<file path="src/rtl/uart_irq_pkg.sv">
package uart_irq_pkg;

    typedef enum logic [2:0] {
        ID_NONE    = 3'b000,
        ID_TXEMPTY = 3'b001,
        ID_RXDATA  = 3'b010,
        ID_LINE    = 3'b011,
        ID_TIMEOUT = 3'b110
    } irq_id_e;

    typedef enum logic {
        RD_IDLE = 1'b0,
        RD_HOLD = 1'b1
    } rd_state_e;

    typedef struct packed {
        logic line;
        logic rxdata;
        logic timeout;
        logic txempty;
    } irq_src_t;

endpackage

</file>
<file path="src/rtl/uart_irq_src.sv">
module uart_irq_src
    import uart_irq_pkg::*;
#(
    parameter int ERR_W = 4
) (
    input  logic             clk,
    input  logic             rst_n,
    input  logic [ERR_W-1:0] line_err,
    input  logic             rx_avail,
    input  logic             rx_timeout,
    input  logic             thr_empty,
    input  logic             lsr_rd,
    input  logic             rbr_rd,
    input  logic             thr_wr,
    input  logic             tx_clr_rd,
    output irq_src_t         src_next
);

    logic line_q, tmo_q, txe_q, empty_q;
    logic txe_set;

    always_comb begin
        txe_set          = thr_empty & ~empty_q;
        src_next.line    = (|line_err) | (line_q & ~lsr_rd);
        src_next.rxdata  = rx_avail;
        src_next.timeout = rx_timeout | (tmo_q & ~rbr_rd);
        src_next.txempty = txe_set | (txe_q & ~thr_wr & ~tx_clr_rd);
    end

    always_ff @(posedge clk or negedge rst_n) begin
        if (!rst_n) begin
            line_q  <= 1'b0;
            tmo_q   <= 1'b0;
            txe_q   <= 1'b0;
            empty_q <= 1'b0;
        end else begin
            line_q  <= src_next.line;
            tmo_q   <= src_next.timeout;
            txe_q   <= src_next.txempty;
            empty_q <= thr_empty;
        end
    end


    line_clear_chk: assert property (@(posedge clk) disable iff (!rst_n)
        (lsr_rd && !(|line_err)) |=> !line_q);


    tx_write_clear_chk: assert property (@(posedge clk) disable iff (!rst_n)
        (thr_wr && !(thr_empty && !empty_q)) |=> !txe_q);

endmodule

</file>
<file path="src/rtl/uart_irq_prio.sv">
module uart_irq_prio
    import uart_irq_pkg::*;
#(
    parameter int EN_W = 3
) (
    input  irq_src_t        src,
    input  logic [EN_W-1:0] en,
    output irq_id_e         id,
    output logic            none
);

    always_comb begin
        none = 1'b0;
        if (src.line && en[2])
            id = ID_LINE;
        else if (src.rxdata && en[0])
            id = ID_RXDATA;
        else if (src.timeout && en[0])
            id = ID_TIMEOUT;
        else if (src.txempty && en[1])
            id = ID_TXEMPTY;
        else begin
            id   = ID_NONE;
            none = 1'b1;
        end
    end

endmodule

</file>
<file path="src/rtl/uart_irq_rdfsm.sv">
module uart_irq_rdfsm
    import uart_irq_pkg::*;
#(
    parameter int DATA_W = 8
) (
    input  logic              clk,
    input  logic              rst_n,
    input  logic              iir_rd,
    input  logic              fifo_en,
    input  irq_id_e           id,
    input  logic              none,
    output logic [DATA_W-1:0] iir_q,
    output logic              tx_clr_rd
);

    rd_state_e         state_q, state_d;
    logic [DATA_W-1:0] iir_d;

    always_ff @(posedge clk or negedge rst_n) begin
        if (!rst_n) begin
            state_q <= RD_IDLE;
            iir_q   <= DATA_W'(1);
        end else begin
            state_q <= state_d;
            iir_q   <= iir_d;
        end
    end

    always_comb begin
        state_d   = state_q;
        tx_clr_rd = 1'b0;
        unique case (state_q)
            RD_IDLE: if (iir_rd) state_d = RD_HOLD;
            RD_HOLD: if (!iir_rd) begin
                state_d   = RD_IDLE;
                tx_clr_rd = (iir_q[3:1] == ID_TXEMPTY) && !iir_q[0];
            end
        endcase
        if (iir_rd)
            iir_d = iir_q;
        else
            iir_d = {{2{fifo_en}}, {(DATA_W-6){1'b0}}, id, none};
    end


    frozen_read_chk: assert property (@(posedge clk) disable iff (!rst_n)
        iir_rd |=> $stable(iir_q));


    legal_code_chk: assert property (@(posedge clk) disable iff (!rst_n)
        !iir_q[0] |-> (iir_q[3:1] inside {3'b011, 3'b010, 3'b110, 3'b001}));


    fifo_bits_chk: assert property (@(posedge clk) disable iff (!rst_n)
        !iir_rd |=> (iir_q[DATA_W-1:DATA_W-2] == {2{$past(fifo_en)}}));

endmodule

</file>
<file path="src/rtl/uart_irq_ident.sv">
module uart_irq_ident
    import uart_irq_pkg::*;
#(
    parameter int DATA_W = 8,
    parameter int ERR_W  = 4
) (
    input  logic              clk,
    input  logic              rst_n,
    input  logic              ier_wr,
    input  logic [DATA_W-1:0] ier_wdata,
    input  logic              iir_rd,
    input  logic              lsr_rd,
    input  logic              rbr_rd,
    input  logic              thr_wr,
    input  logic [ERR_W-1:0]  line_err,
    input  logic              rx_avail,
    input  logic              rx_timeout,
    input  logic              thr_empty,
    input  logic              fifo_en,
    output logic [DATA_W-1:0] ier_rdata,
    output logic [DATA_W-1:0] iir_rdata,
    output logic              irq
);

    localparam int EN_W = 3;

    logic [EN_W-1:0] ier_q, ier_next;
    irq_src_t        src_next;
    irq_id_e         id;
    logic            none;
    logic            tx_clr_rd;

    assign ier_next = ier_wr ? ier_wdata[EN_W-1:0] : ier_q;

    always_ff @(posedge clk or negedge rst_n) begin
        if (!rst_n) ier_q <= '0;
        else        ier_q <= ier_next;
    end

    uart_irq_src #(.ERR_W(ERR_W)) u_src (
        .clk        (clk),
        .rst_n      (rst_n),
        .line_err   (line_err),
        .rx_avail   (rx_avail),
        .rx_timeout (rx_timeout),
        .thr_empty  (thr_empty),
        .lsr_rd     (lsr_rd),
        .rbr_rd     (rbr_rd),
        .thr_wr     (thr_wr),
        .tx_clr_rd  (tx_clr_rd),
        .src_next   (src_next)
    );

    uart_irq_prio #(.EN_W(EN_W)) u_prio (
        .src  (src_next),
        .en   (ier_next),
        .id   (id),
        .none (none)
    );

    uart_irq_rdfsm #(.DATA_W(DATA_W)) u_rd (
        .clk       (clk),
        .rst_n     (rst_n),
        .iir_rd    (iir_rd),
        .fifo_en   (fifo_en),
        .id        (id),
        .none      (none),
        .iir_q     (iir_rdata),
        .tx_clr_rd (tx_clr_rd)
    );

    assign ier_rdata = {{(DATA_W-EN_W){1'b0}}, ier_q};
    assign irq       = ~iir_rdata[0];


    ier_reserved_chk: assert property (@(posedge clk) disable iff (!rst_n)
        (ier_wr && (|ier_wdata[DATA_W-1:EN_W])) |=> (ier_rdata[DATA_W-1:EN_W] == '0));


    line_first_chk: assert property (@(posedge clk) disable iff (!rst_n)
        (!iir_rd && src_next.line && ier_next[2]) |=> (iir_rdata[3:0] == 4'b0110));

endmodule

</file>
<file path="config.mk">
export PLATFORM = sky130hd
export DESIGN_NAME = uart_irq_ident
export DESIGN_NICKNAME = d
export VERILOG_FILES = /design/src/rtl/uart_irq_pkg.sv /design/src/rtl/uart_irq_src.sv /design/src/rtl/uart_irq_prio.sv /design/src/rtl/uart_irq_rdfsm.sv /design/src/rtl/uart_irq_ident.sv
export SDC_FILE = /design/constraint.sdc
export NUM_CORES = 1
export LEC_CHECK = 0
export CAP_MARGIN = 25
export CORE_ASPECT_RATIO = 1.1
export CORE_MARGIN = 1
export CORE_UTILIZATION = 30
export DETAILED_ROUTE_END_ITERATION = 6
export PLACE_DENSITY = 0.84
export RECOVER_POWER = 25
export SETUP_SLACK_MARGIN = 0.5
export SLEW_MARGIN = 25
export SYNTH_ARGS = -nofsm -noshare
export SYNTH_HDL_FRONTEND = slang
export SYNTH_SLANG_ARGS = --single-unit
</file>
<file path="constraint.sdc">
create_clock -name clk -period 1.35 [get_ports clk]
set_clock_uncertainty 0.2 [all_clocks]
set_input_delay 0.27 -clock clk [delete_from_list [all_inputs] [get_ports clk]]
set_output_delay 0.27 -clock clk [all_outputs]
set_load 0.01 [all_outputs]
</file>
## Word-level counts from Yosys, hierarchy flattened

Index checks and enable logic that the tools add are counted.

- Register bits after elaboration: 13

- Equality and inequality tests: 1
- Mux-type cells: 12
- Bitwise gates (word level): 14
- Reduce and logical (&&, ||, !) cells: 7

Operator list:

| cell | number |
|---|---|
| $mux 3 | 4 |
| $mux 1 | 8 |
| $not 1->1 | 6 |
| $and 1x1->1 | 5 |
| $logic_and 1x1->1 | 5 |
| $reduce_or 4->1 | 1 |
| $eq 3x1->1 const B | 1 |
| $or 1x1->1 | 3 |
| $logic_not 1->1 | 1 |

## Logic depth before layout (Yosys ltp)

- Depth in word-level cells: 12
- Mapped depth: 4
- Mapped depth without buffers: 4

## Cells and area by module

From an unflattened synthesis, not the netlist that was laid out.

- Cell total of the unflattened synthesis: 50
- Area total of the unflattened synthesis: 606.8 um2

By module, submodules not included:

| module | instances | cells each | area an instance (um2) |
|---|---|---|---|
| uart_irq_rdfsm | 1 | 17 | 256.5 |
| uart_irq_ident | 1 | 13 | 153.9 |
| uart_irq_src | 1 | 13 | 150.1 |
| uart_irq_prio | 1 | 7 | 46.3 |

## Worst setup path after synthesis

OpenSTA, ideal clock, no wires.

- Kind: reg2reg
- Start point: register u_rd.iir_q[0]
- End point: register u_rd.iir_q[0]
- Library setup time: 80 ps
- Data arrival time: 1242 ps
- Data required time: 1070 ps
- Setup slack: -171 ps
- Stages on the path, launching flop included: 5
- Buffers on the path: 0
- Period minus slack after synthesis: 1521 ps
- Cells stage by stage: dfstp_2 -> nor4b_2 -> a311oi_2 -> o21ai_1 -> a32o_1

- Word-level cells in the longest chain between the ends: 12

RTL lines:

| element | line | text |
|---|---|---|
| start, declared | uart_irq_rdfsm.sv:12 | `output logic [DATA_W-1:0] iir_q,` |
| start signal, assigned | uart_irq_rdfsm.sv:25 | `iir_q <= iir_d;` |
| $logic_not 1->1 | uart_irq_rdfsm.sv:36 | `tx_clr_rd = (iir_q[3:1] == ID_TXEMPTY) && !iir_q[0];` |
| $logic_and 1x1->1 | uart_irq_rdfsm.sv:36 |  |
| $mux 1 | uart_irq_rdfsm.sv:34 | `RD_HOLD: if (!iir_rd) begin` |
| $mux 1 | uart_irq_rdfsm.sv:32 | `unique case (state_q)` |
| $not 1->1 | uart_irq_src.sv:27 | `src_next.txempty = txe_set \| (txe_q & ~thr_wr & ~tx_clr_rd);` |
| $and 1x1->1 | uart_irq_src.sv:27 |  |
| $or 1x1->1 | uart_irq_src.sv:27 |  |
| $logic_and 1x1->1 | uart_irq_prio.sv:20 | `else if (src.txempty && en[1])` |
| $mux 1 | uart_irq_prio.sv:20 |  |
| $mux 1 | uart_irq_prio.sv:18 | `else if (src.timeout && en[0])` |
| $mux 1 | uart_irq_prio.sv:16 | `else if (src.rxdata && en[0])` |
| $mux 1 | uart_irq_prio.sv:14 | `if (src.line && en[2])` |

No other way between the ends.
A chain may end at the register's enable or synchronous reset.

## Worst setup path in the final report

- Start point: register u_rd.iir_q[3]
- End point: output iir_rdata[3]

RTL lines:

| element | line | text |
|---|---|---|
| end, declared | uart_irq_ident.sv:21 | `output logic [DATA_W-1:0] iir_rdata,` |

No word-level cell between the ends.

==> summary.md <==
| Metric | Value |
|---|---|
| Status | `finished with violations` |
| Failing checks | `negative setup slack` |
| Arrival time worst endpoint | `1.15 ns` |
| Die area | `2160 sq um` |
| Seq cells post-synth | `13` |
| Final period utilization | `120%` |
| Type of the worst setup path | `flip-flop to output port` |
| Layout Area Growth over Synthesis | `83.1%` |
| Num rows | `16` |
| Max Clock Freq | `0.616 GHz` |
| Final cell count without fillers | `123` |
| 1st-pass router iterations | `4` |
| Final design utilization | `59.6%` |
| Worst VDD drop | `472 uV` |
| Gp weighted congestion | `0.754` |
| Vias | `555` |
| TNS Setup | `-1.42 ns` |
| Final setup vio count | `8` |
| Crit path launch type | `flip-flop` |
| Avg WL per Cell | `14.1 um` |
| CTS tree | `yes` |
| Synth top area cells | `dfrtp_1, buf_4, mux2_2, dfstp_2, a32o_1` |
| Final Hold Fails | `0` |
| Synth cell types | `20` |
| Final ANT Viol Nets | `0` |
| Final WS setup | `-0.273 ns` |
| Worst Path Max Fanout | `2` |
| Detail Placement HPWL | `1140 um` |
| Core area | `1820 sq um` |
| Mean Syn Cell Area | `12.6 sq um` |
| # diodes | `0` |
| Required time of the critical path | `0.88 ns` |
| Number of global-route vias before repair | `616` |
| Max Root-Sink Buffers | `2` |
| Antenna violations before repair | `0` |
| Clock-pin slew of the registers on the worst-case setup and hold paths | `0.08 ns` |
| DP Cell Count | `105` |
| Input/output buffers | `27` |
| Unrepaired setup endpoints after global routing | `true` |
| GRT overflow | `0` |
| Detailed Route Iter0 Violations | `8` |
| TritonCTS Buffers | `3` |
| Clk sinks | `13` |
| Hold Buf Count CTS | `0` |
| MaxCap Viol Count | `0` |
| P_leak | `0.516 nW` |
| Final net count | `120` |
| Mapped Area | `593 sq um` |
| Vias per cell | `4.51` |
| Clock Root Buffer | `clkbuf_4` |
| Design Area, Final | `1090 sq um` |
| Pwr Total | `1.04 mW` |
| Pwr Density | `962 nW/um^2` |
| Die Wd | `44.4 um` |
| YS warnings | `0` |
| Starting Density | `32.6%` |
| Hold/Removal Path Class | `input port to asynchronous set/reset pin` |
| Layout cells sized above 1 | `53.1%` |
| Area fraction of the dominant cell type after synthesis | `50.6%` |
| Later-pin clock latency in the skew report | `0.29 ns` |
| Global Route Usage Sum | `18.2%` |
| First-pass GRT wire length | `2790 um` |
| Yosys top cell by area | `dfrtp_1` |
| R2R depth | `5` |
| Placed instance area | `936 sq um` |
| Slew Viols, Final | `0` |
| Die height | `48.6 um` |
| # DRC | `0` |
| Register area share after synthesis | `55.1%` |
| CP endpoint kind | `output port` |
| Min Tclk post-route | `1.62 ns` |
| IO Pins | `40` |
| Routed WL | `1730 um` |
| H-tree level count | `1` |
| Syn Inst Count | `47` |
| Largest net degree at the start of global routing | `8` |
==> stage by stage <==
step | setup slack [ns] | hold slack, ns
after global routing | -0.318 | 0.0886
after global placement | -0.464 | 0.324
after floorplan | -0.0907 | -0.226
after detailed placement | -0.548 | 0.331
final | -0.273 | 0.0830
after CTS | -0.245 | 0.0291
==> Yosys cell counts <==
library cell,n
mux2_2,3
o31ai_1,1
dfrtp_1,12
inv_1,3
mux2_4,1
or2_2,1
a21oi_2,1
dfstp_2,1
or2_1,1
nor4b_2,1
conb_1,1
a32o_1,2
buf_4,8
nor4_1,1
nor2b_1,3
inv_2,1
o21ai_1,2
a2bb2oi_1,2
a311oi_2,1
o211ai_1,1
==> where the power goes <==
group	internal, mW	leakage, nW	switching [mW]	total (mW)
sequential	0.427	0.147	0.0222	0.449
combinational	0.208	0.354	0.133	0.341
clock	0.115	0.0150	0.139	0.254
==> critical path, cell delays in order (launching register included) <==
cell     delay [ns]
dfrtp_1        0.41
buf_4          0.14
buf_6          0.10
buf_6          0.11
buf_6          0.11
==> flip-flops by register name, summed over array words and instances, names as in the netlist <==
register / count
ier_q: 3
u_rd.iir_q: 5
u_rd.state_q: 1
u_src.empty_q: 1
u_src.line_q: 1
u_src.tmo_q: 1
u_src.txe_q: 1
==> cells by family (layout without fill, tap and decap cells) <==
logic type | after synthesis | count (layout) | synth area share [%]
compound gates | 10 | 10 | 14.6
mux | 4 | 4 | 8.23
simple gates | 7 | 7 | 8.86
other cells | 1 | 7 | 0.632
flops | 13 | 13 | 55.1
buf+inv | 12 | 55 | 12.7
==> metal layers <==
metal | vias to the layer above | track usage, % | wire length (um)
met3 | 11 | 4.48 | 124
met2 | 34 | 30.4 | 861
li1 | 247 | - | -
met4 | 0 | 14.6 | 123
met5 | - | 0 | 0
met1 | 263 | 18.4 | 620
==> cells in the final DEF (no fill, tap or decap) <==
cell,netlist,final
nor2b_1,3,2
clkbuf_1,0,2
o31ai_2,0,1
mux2_4,1,4
clkdlybuf4s15_1,0,2
inv_2,1,1
o211ai_1,1,1
dfrtp_2,0,1
a311oi_2,1,1
or2_4,0,1
nor2b_4,0,1
clkbuf_4,0,3
dfrtp_1,12,11
clkdlybuf4s50_1,0,6
dlygate4sd3_1,0,2
dlygate4sd2_1,0,4
dfstp_2,1,1
nor4_2,0,1
buf_6,0,13
a21oi_4,0,1
o21ai_2,0,1
o21ai_1,2,1
buf_4,8,12
inv_1,3,3
a2bb2oi_1,2,1
a2bb2oi_2,0,1
nor4b_4,0,1
buf_2,0,7
a32o_1,2,2
conb_1,1,7
or2_1,1,1
==> final timing paths <==
kind	slack, ns	from	to
hold / removal	0.08	rst_n	u_rd.iir_q[1]$_DFFE_PN0N_
setup reg to reg	-0.24	u_rd.iir_q[0]$_DFFE_PN1N_	u_rd.iir_q[0]$_DFFE_PN1N_
min in group clk	0.11	line_err[0]	u_src.line_q$_DFF_PN0_
hold reg to reg	0.35	ier_q[1]$_DFF_PN0_	ier_q[1]$_DFF_PN0_
setup / recovery	-0.27	u_rd.iir_q[3]$_DFFE_PN0N_	iir_rdata[3]
max in group asynchronous	0.42	rst_n	u_rd.iir_q[2]$_DFFE_PN0N_
==> what timing repair did <==
item,in CTS,in global routing
setup endpoints to repair,22,22
pin swaps,7,5
buffers inserted,8,6
resized for setup,64,14
==> layout make-up <==
cell class	count	area (sq um)
Clock buffer	4	26.3
Multi-Input combinational cell	28	273
Fill cell	147	736
Sequential cell	13	328
Inverter	4	15.0
Tap cell	27	33.8
Timing Repair Buffer	47	410
No activity file was read; power rests on OpenSTA's default activity.
